===== config.mk =====
export PLATFORM = sky130hd
export DESIGN_NAME = sertx_break_top
export DESIGN_NICKNAME = d
export VERILOG_FILES = /design/src/rtl/sertx_pkg.sv /design/src/rtl/sertx_phase.sv /design/src/rtl/sertx_frame.sv /design/src/rtl/sertx_pinsel.sv /design/src/rtl/sertx_break_top.sv
export SDC_FILE = /design/constraint.sdc
export NUM_CORES = 1
export LEC_CHECK = 0
export ABC_CLOCK_PERIOD_IN_PS = 1700
export BUFFER_PORTS_ARGS = -buffer_cell sky130_fd_sc_hd__buf_2
export CORE_UTILIZATION = 35
export CTS_CLUSTER_SIZE = 28
export DETAILED_ROUTE_END_ITERATION = 7
export GPL_TIMING_DRIVEN = 0
export SYNTH_ARGS = -nofsm -noshare
export SYNTH_HDL_FRONTEND = slang
export SYNTH_SLANG_ARGS = --single-unit

===== constraint.sdc =====
create_clock -name clk -period 1.7 [get_ports clk]
set_input_delay 0.085 -clock clk [delete_from_list [all_inputs] [get_ports clk]]
set_output_delay 0.085 -clock clk [all_outputs]
set_load 0.02 [all_outputs]

===== src/rtl/sertx_pkg.sv =====
package sertx_pkg;

    localparam int unsigned SERTX_OSR    = 16;
    localparam int unsigned SERTX_DATA_W = 8;

    typedef enum logic [2:0] {
        TX_IDLE  = 3'd0,
        TX_ARMED = 3'd1,
        TX_START = 3'd2,
        TX_DATA  = 3'd3,
        TX_STOP  = 3'd4
    } tx_state_e;

    typedef struct packed {
        logic level;
        logic drive;
    } pin_t;

    function automatic logic state_busy(tx_state_e s);
        return (s == TX_START) || (s == TX_DATA) || (s == TX_STOP);
    endfunction

    function automatic logic state_level(tx_state_e s, logic lsb);
        logic lvl;
        case (s)
            TX_START: lvl = 1'b0;
            TX_DATA:  lvl = lsb;
            default:  lvl = 1'b1;
        endcase
        return lvl;
    endfunction

endpackage


===== src/rtl/sertx_phase.sv =====
module sertx_phase #(
    parameter int unsigned OSR = sertx_pkg::SERTX_OSR
) (
    input  logic clk,
    input  logic rst,
    input  logic clear,
    input  logic tick,
    output logic bit_done
);
    localparam int unsigned PH_W = (OSR > 1) ? $clog2(OSR) : 1;
    localparam logic [PH_W-1:0] PH_LAST = PH_W'(OSR - 1);

    logic [PH_W-1:0] phase;

    always_ff @(posedge clk) begin
        if (rst || clear) begin
            phase <= '0;
        end else if (tick) begin
            phase <= (phase == PH_LAST) ? '0 : phase + 1'b1;
        end
    end

    assign bit_done = tick && (phase == PH_LAST);

    p_phase_hold_r3: assert property (@(posedge clk) disable iff (rst || clear)
        !tick |=> $stable(phase));

endmodule


===== src/rtl/sertx_frame.sv =====
module sertx_frame
    import sertx_pkg::*;
#(
    parameter int unsigned DATA_W = SERTX_DATA_W
) (
    input  logic              clk,
    input  logic              rst,
    input  logic              tx_en,
    input  logic              tick,
    input  logic              bit_done,
    input  logic [DATA_W-1:0] in_data,
    input  logic              in_valid,
    output logic              in_ready,
    output logic              busy,
    output logic              tx_line
);
    localparam int unsigned IDX_W = (DATA_W > 1) ? $clog2(DATA_W) : 1;
    localparam logic [IDX_W-1:0] IDX_LAST = IDX_W'(DATA_W - 1);

    tx_state_e         state;
    logic [DATA_W-1:0] shreg;
    logic [IDX_W-1:0]  bit_idx;

    assign in_ready = tx_en && (state == TX_IDLE);
    assign busy     = state_busy(state);
    assign tx_line  = state_level(state, shreg[0]);

    always_ff @(posedge clk) begin
        if (rst || !tx_en) begin
            state   <= TX_IDLE;
            shreg   <= '0;
            bit_idx <= '0;
        end else begin
            case (state)
                TX_IDLE: begin
                    if (in_valid) begin
                        shreg <= in_data;
                        state <= TX_ARMED;
                    end
                end
                TX_ARMED: begin
                    if (tick) state <= TX_START;
                end
                TX_START: begin
                    if (bit_done) begin
                        state   <= TX_DATA;
                        bit_idx <= '0;
                    end
                end
                TX_DATA: begin
                    if (bit_done) begin
                        shreg <= shreg >> 1;
                        if (bit_idx == IDX_LAST) begin
                            state <= TX_STOP;
                        end else begin
                            bit_idx <= bit_idx + 1'b1;
                        end
                    end
                end
                TX_STOP: begin
                    if (bit_done) state <= TX_IDLE;
                end
                default: state <= TX_IDLE;
            endcase
        end
    end

    p_line_hold_r3: assert property (@(posedge clk) disable iff (rst)
        (!tick && tx_en) |=> $stable(tx_line));
    p_bit_len_r2: assert property (@(posedge clk) disable iff (rst)
        (tx_en && busy && !bit_done) |=> $stable(state));
    p_accept_r4: assert property (@(posedge clk) disable iff (rst)
        (in_valid && in_ready) |=> !in_ready);
    p_armed_wait_r5: assert property (@(posedge clk) disable iff (rst)
        (tx_en && state == TX_ARMED && !tick) |=> (state == TX_ARMED));
    p_abort_r8: assert property (@(posedge clk) disable iff (rst)
        !tx_en |=> (state == TX_IDLE));

endmodule


===== src/rtl/sertx_pinsel.sv =====
module sertx_pinsel
    import sertx_pkg::*;
(
    input  logic tx_en,
    input  logic tx_line,
    input  logic port_dir,
    input  logic port_dat,
    output logic ser_out,
    output logic ser_oe
);
    pin_t pin;

    always_comb begin
        if (tx_en) begin
            pin.level = tx_line;
            pin.drive = 1'b1;
        end else begin
            pin.level = port_dat;
            pin.drive = port_dir;
        end
    end

    assign ser_out = pin.level;
    assign ser_oe  = pin.drive;

endmodule


===== src/rtl/sertx_break_top.sv =====
module sertx_break_top
    import sertx_pkg::*;
#(
    parameter int unsigned DATA_W = SERTX_DATA_W,
    parameter int unsigned OSR    = SERTX_OSR
) (
    input  logic              clk,
    input  logic              rst,
    input  logic              tick,
    input  logic              tx_en,
    input  logic              port_dir,
    input  logic              port_dat,
    input  logic [DATA_W-1:0] in_data,
    input  logic              in_valid,
    output logic              in_ready,
    output logic              ser_out,
    output logic              ser_oe
);
    logic busy;
    logic bit_done;
    logic tx_line;
    logic phase_clear;

    assign phase_clear = !tx_en || !busy;

    sertx_phase #(.OSR(OSR)) u_phase (
        .clk      (clk),
        .rst      (rst),
        .clear    (phase_clear),
        .tick     (tick),
        .bit_done (bit_done)
    );

    sertx_frame #(.DATA_W(DATA_W)) u_frame (
        .clk      (clk),
        .rst      (rst),
        .tx_en    (tx_en),
        .tick     (tick),
        .bit_done (bit_done),
        .in_data  (in_data),
        .in_valid (in_valid),
        .in_ready (in_ready),
        .busy     (busy),
        .tx_line  (tx_line)
    );

    sertx_pinsel u_pinsel (
        .tx_en    (tx_en),
        .tx_line  (tx_line),
        .port_dir (port_dir),
        .port_dat (port_dat),
        .ser_out  (ser_out),
        .ser_oe   (ser_oe)
    );

    p_idle_mark_r6: assert property (@(posedge clk) disable iff (rst)
        (tx_en && !busy) |-> (ser_out && ser_oe));

endmodule


==> impl_metrics.toml <==
[clock_tree]
root_buffer = "clkbuf_4"
cts-buffers-inserted = 3
cts_hold_buffers = 0
postCtsResizedCells = 0
clkLatencyLatePin_ns = 0.29
clk_pin_slew_ns = 0.10
clk_path_buf_depth = 2
htreeDepth = 1
cts_tree = "yes"
cts.sinks = 18
cts_setup_buffers = 0

[pwr]
power_density_nw_per_um2 = 628.8
power.internal_uw = 559.6
seqPwrFrac_pct = 58.2
irDropWorstVdd_mv = 0.3863
netSwitchingFraction_pct = 25.91
p_clk_share_pct = 28.7
power_frac_comb_pct = 13.1
p_switching_uw = 195.7
power_uw = 755.3
leakage_nw = 0.4536

[synth]
synth-seq-cells = 18
synth_area_um2 = 1054
yosysTopAreaCell = "dfxtp_1"
yosysMostFrequentCell = "dfxtp_1"
synth_edf_count = 0
synth_nets = 132
synth_top_area_share_pct = 34.20
yosys-top-cells-area = "dfxtp_1 (34%), a211oi_1 (9.3%), mux2i_1 (7.6%)"
seq_area_frac_synth_pct = 34.20
yosys_most_used_dff = "dfxtp_1"
synth_async_sr_flop_share_pct = 0
synth_cell_types = 40
synth_common_cells = "dfxtp_1 (18), a211oi_1 (13), a21oi_1 (11), mux2i_1 (8), nand2_1 (7)"
synth.avg_cell_area_um2 = 9.241
synthCells = 114
ys_warn_count = 0

[timing]
fmax_mhz = 626.1
setup_tns_ns = 0
rsz0062_at_grt = "no"
post-route-period-util_pct = 93.95
setup_viol = 0
setup_slack_ns = 0.1028
slew_headroom_pct = 57.54
slew_violations = 0
min_period_ns = 1.597
clock_skew_ns = 0.005631
hold_violations = 0
worstMarginPinSlew_ns = 0.6342

[critical_path]
worstSetupStartpointType = "flip-flop"
path_class = "flip-flop to flip-flop"
crit_start = "u_frame.state[2]"
worstReg2RegStart = "u_frame.state[2]"
crit_required_ns = 1.87
end_kind = "flip-flop"
worst_ep_arrival_time_ns = 1.77
crit_fanout = 10

[routing]
avgRoutedWirePerCell_um = 14.12
ant_nets = 0
first_pass_iters = 5
vias = 914
vias_per_cell = 5.573
drtIter0Drc = 23
drt-total-wl_um = 2316
route.detailed.drc = 2

[place]
gp_congestion = 0.8366
io_buffers = 16
place_hpwl_um = 1683
pre_cts_slack_ns = 0.1133

[floorplanning]
start_util_pct = 37.56
fp.coreArea_um2 = 2805
die_area_um2 = 3234
placementRows = 19
die_w_um = 56.87
io_pins = 18
die_y_um = 56.87

[grt]
antenna_found_initial = 0
grt_pass1_wl_um = 4029
overflow = 0
grt_pass1_vias = 914
grt_max_degree = 11
track_usage_pct = 15.87

[final_layout]
diodes = 0
areaGrowthSynthToFinish_pct = 14.01
drive_gt1_share_pct = 24.06
fin_nets = 153

[run_status]
violations = "DRC"
status = "finished, violations left"

[run]
max_cap_violations = 0

[hold_path]
holdCritPathClass = "input pin to flip-flop"
worstHoldStart = "in_data[7]"
==> cells in the final DEF, fill, tap and decap left out, types with 2 or more instances in the layout <==
cell,Yosys,layout
a211oi_1,13,12
a211oi_2,1,2
a21oi_1,11,11
and4b_1,2,2
buf_2,4,20
buf_6,3,3
clkbuf_4,0,3
dfxtp_1,18,18
ha_1,3,3
inv_1,2,2
mux2i_1,8,8
nand2_1,7,7
nand2b_1,3,3
nand3_1,3,3
nand4_1,4,4
nor2_1,3,3
o21bai_1,2,2
o31ai_1,3,3
==> power groups by stage <==
stage | clock network, mW | registers (mW) | logic, mW
floorplan | 0 | 0.447 | 0.0642
global placement | 0 | 0.449 | 0.0944
detailed placement | 0 | 0.449 | 0.0969
global route | 0.249 | 0.441 | 0.109
finish | 0.217 | 0.440 | 0.0987
CTS | 0.225 | 0.440 | 0.0978
==> logic make-up (layout without fill, tap and decap cells) <==
kind of cell / Yosys count / after routing / share of synthesized area [%]
mux: 8 / 8 / 7.601
xor+xnor: 1 / 1 / 0.8315
buf+inv: 11 / 30 / 6.532
simple gates: 37 / 37 / 23.76
compound gates: 36 / 36 / 23.51
flops: 18 / 18 / 34.20
fa+ha+maj: 3 / 3 / 3.563
==> through the flow <==
step / hold slack (ns) / area (um^2) / utilization (%) / instances
final: 0.03127 / 1201 / 42.82 / 164
after global routing: 0.02395 / 1201 / 42.82 / 164
after CTS: 0.02169 / 1195 / 42.60 / 164
after detailed placement: 0.3437 / 1172 / 41.79 / 161
after global placement: 0.3406 / 1172 / 41.79 / 161
after floorplan: 0.2255 / 1054 / - / 114
==> worst max-delay path, cell delays in order, from the launching register on <==
cell and delay [ns]:
dfxtp_1 0.32, buf_2 0.17, nor4b_4 0.57, a21o_1 0.30, a211oi_1 0.12
==> area by class of cell <==
class / count / area, um^2
Fill cell: 290 / 1604
Multi-Input combinational cell: 85 / 629.4
Sequential cell: 18 / 360.3
Timing Repair Buffer: 16 / 80.08
Buffer: 9 / 62.56
Tap cell: 31 / 38.79
Clock buffer: 3 / 22.52
Inverter: 2 / 7.507
==> sequential cells by signal (all words and copies together) (netlist names) <==
signal and count:
u_phase.phase 4, u_frame.shreg 8, u_frame.bit_idx 3, u_frame.state 3
==> metal layers <==
| layer | global-route usage, % | vias up | part of all wire (%) |
|---|---|---|---|
| li1 | - | 477 | - |
| met1 | 19.86 | 426 | 50 |
| met2 | 26.70 | 9 | 47 |
| met3 | 4.839 | 2 | 2.8 |
| met4 | 3.484 | 0 | 0.39 |
| met5 | 0 | - | 0 |
==> final timing paths <==
check,depth (start not counted),to,slack (ns)
hold / removal,3,u_frame.shreg[7],0.03
hold reg to reg,2,u_frame.bit_idx[2],0.48
setup / recovery,4,u_frame.shreg[6],0.10
setup reg to reg,4,u_frame.shreg[6],0.10
Power figures use the tool's default switching activity.
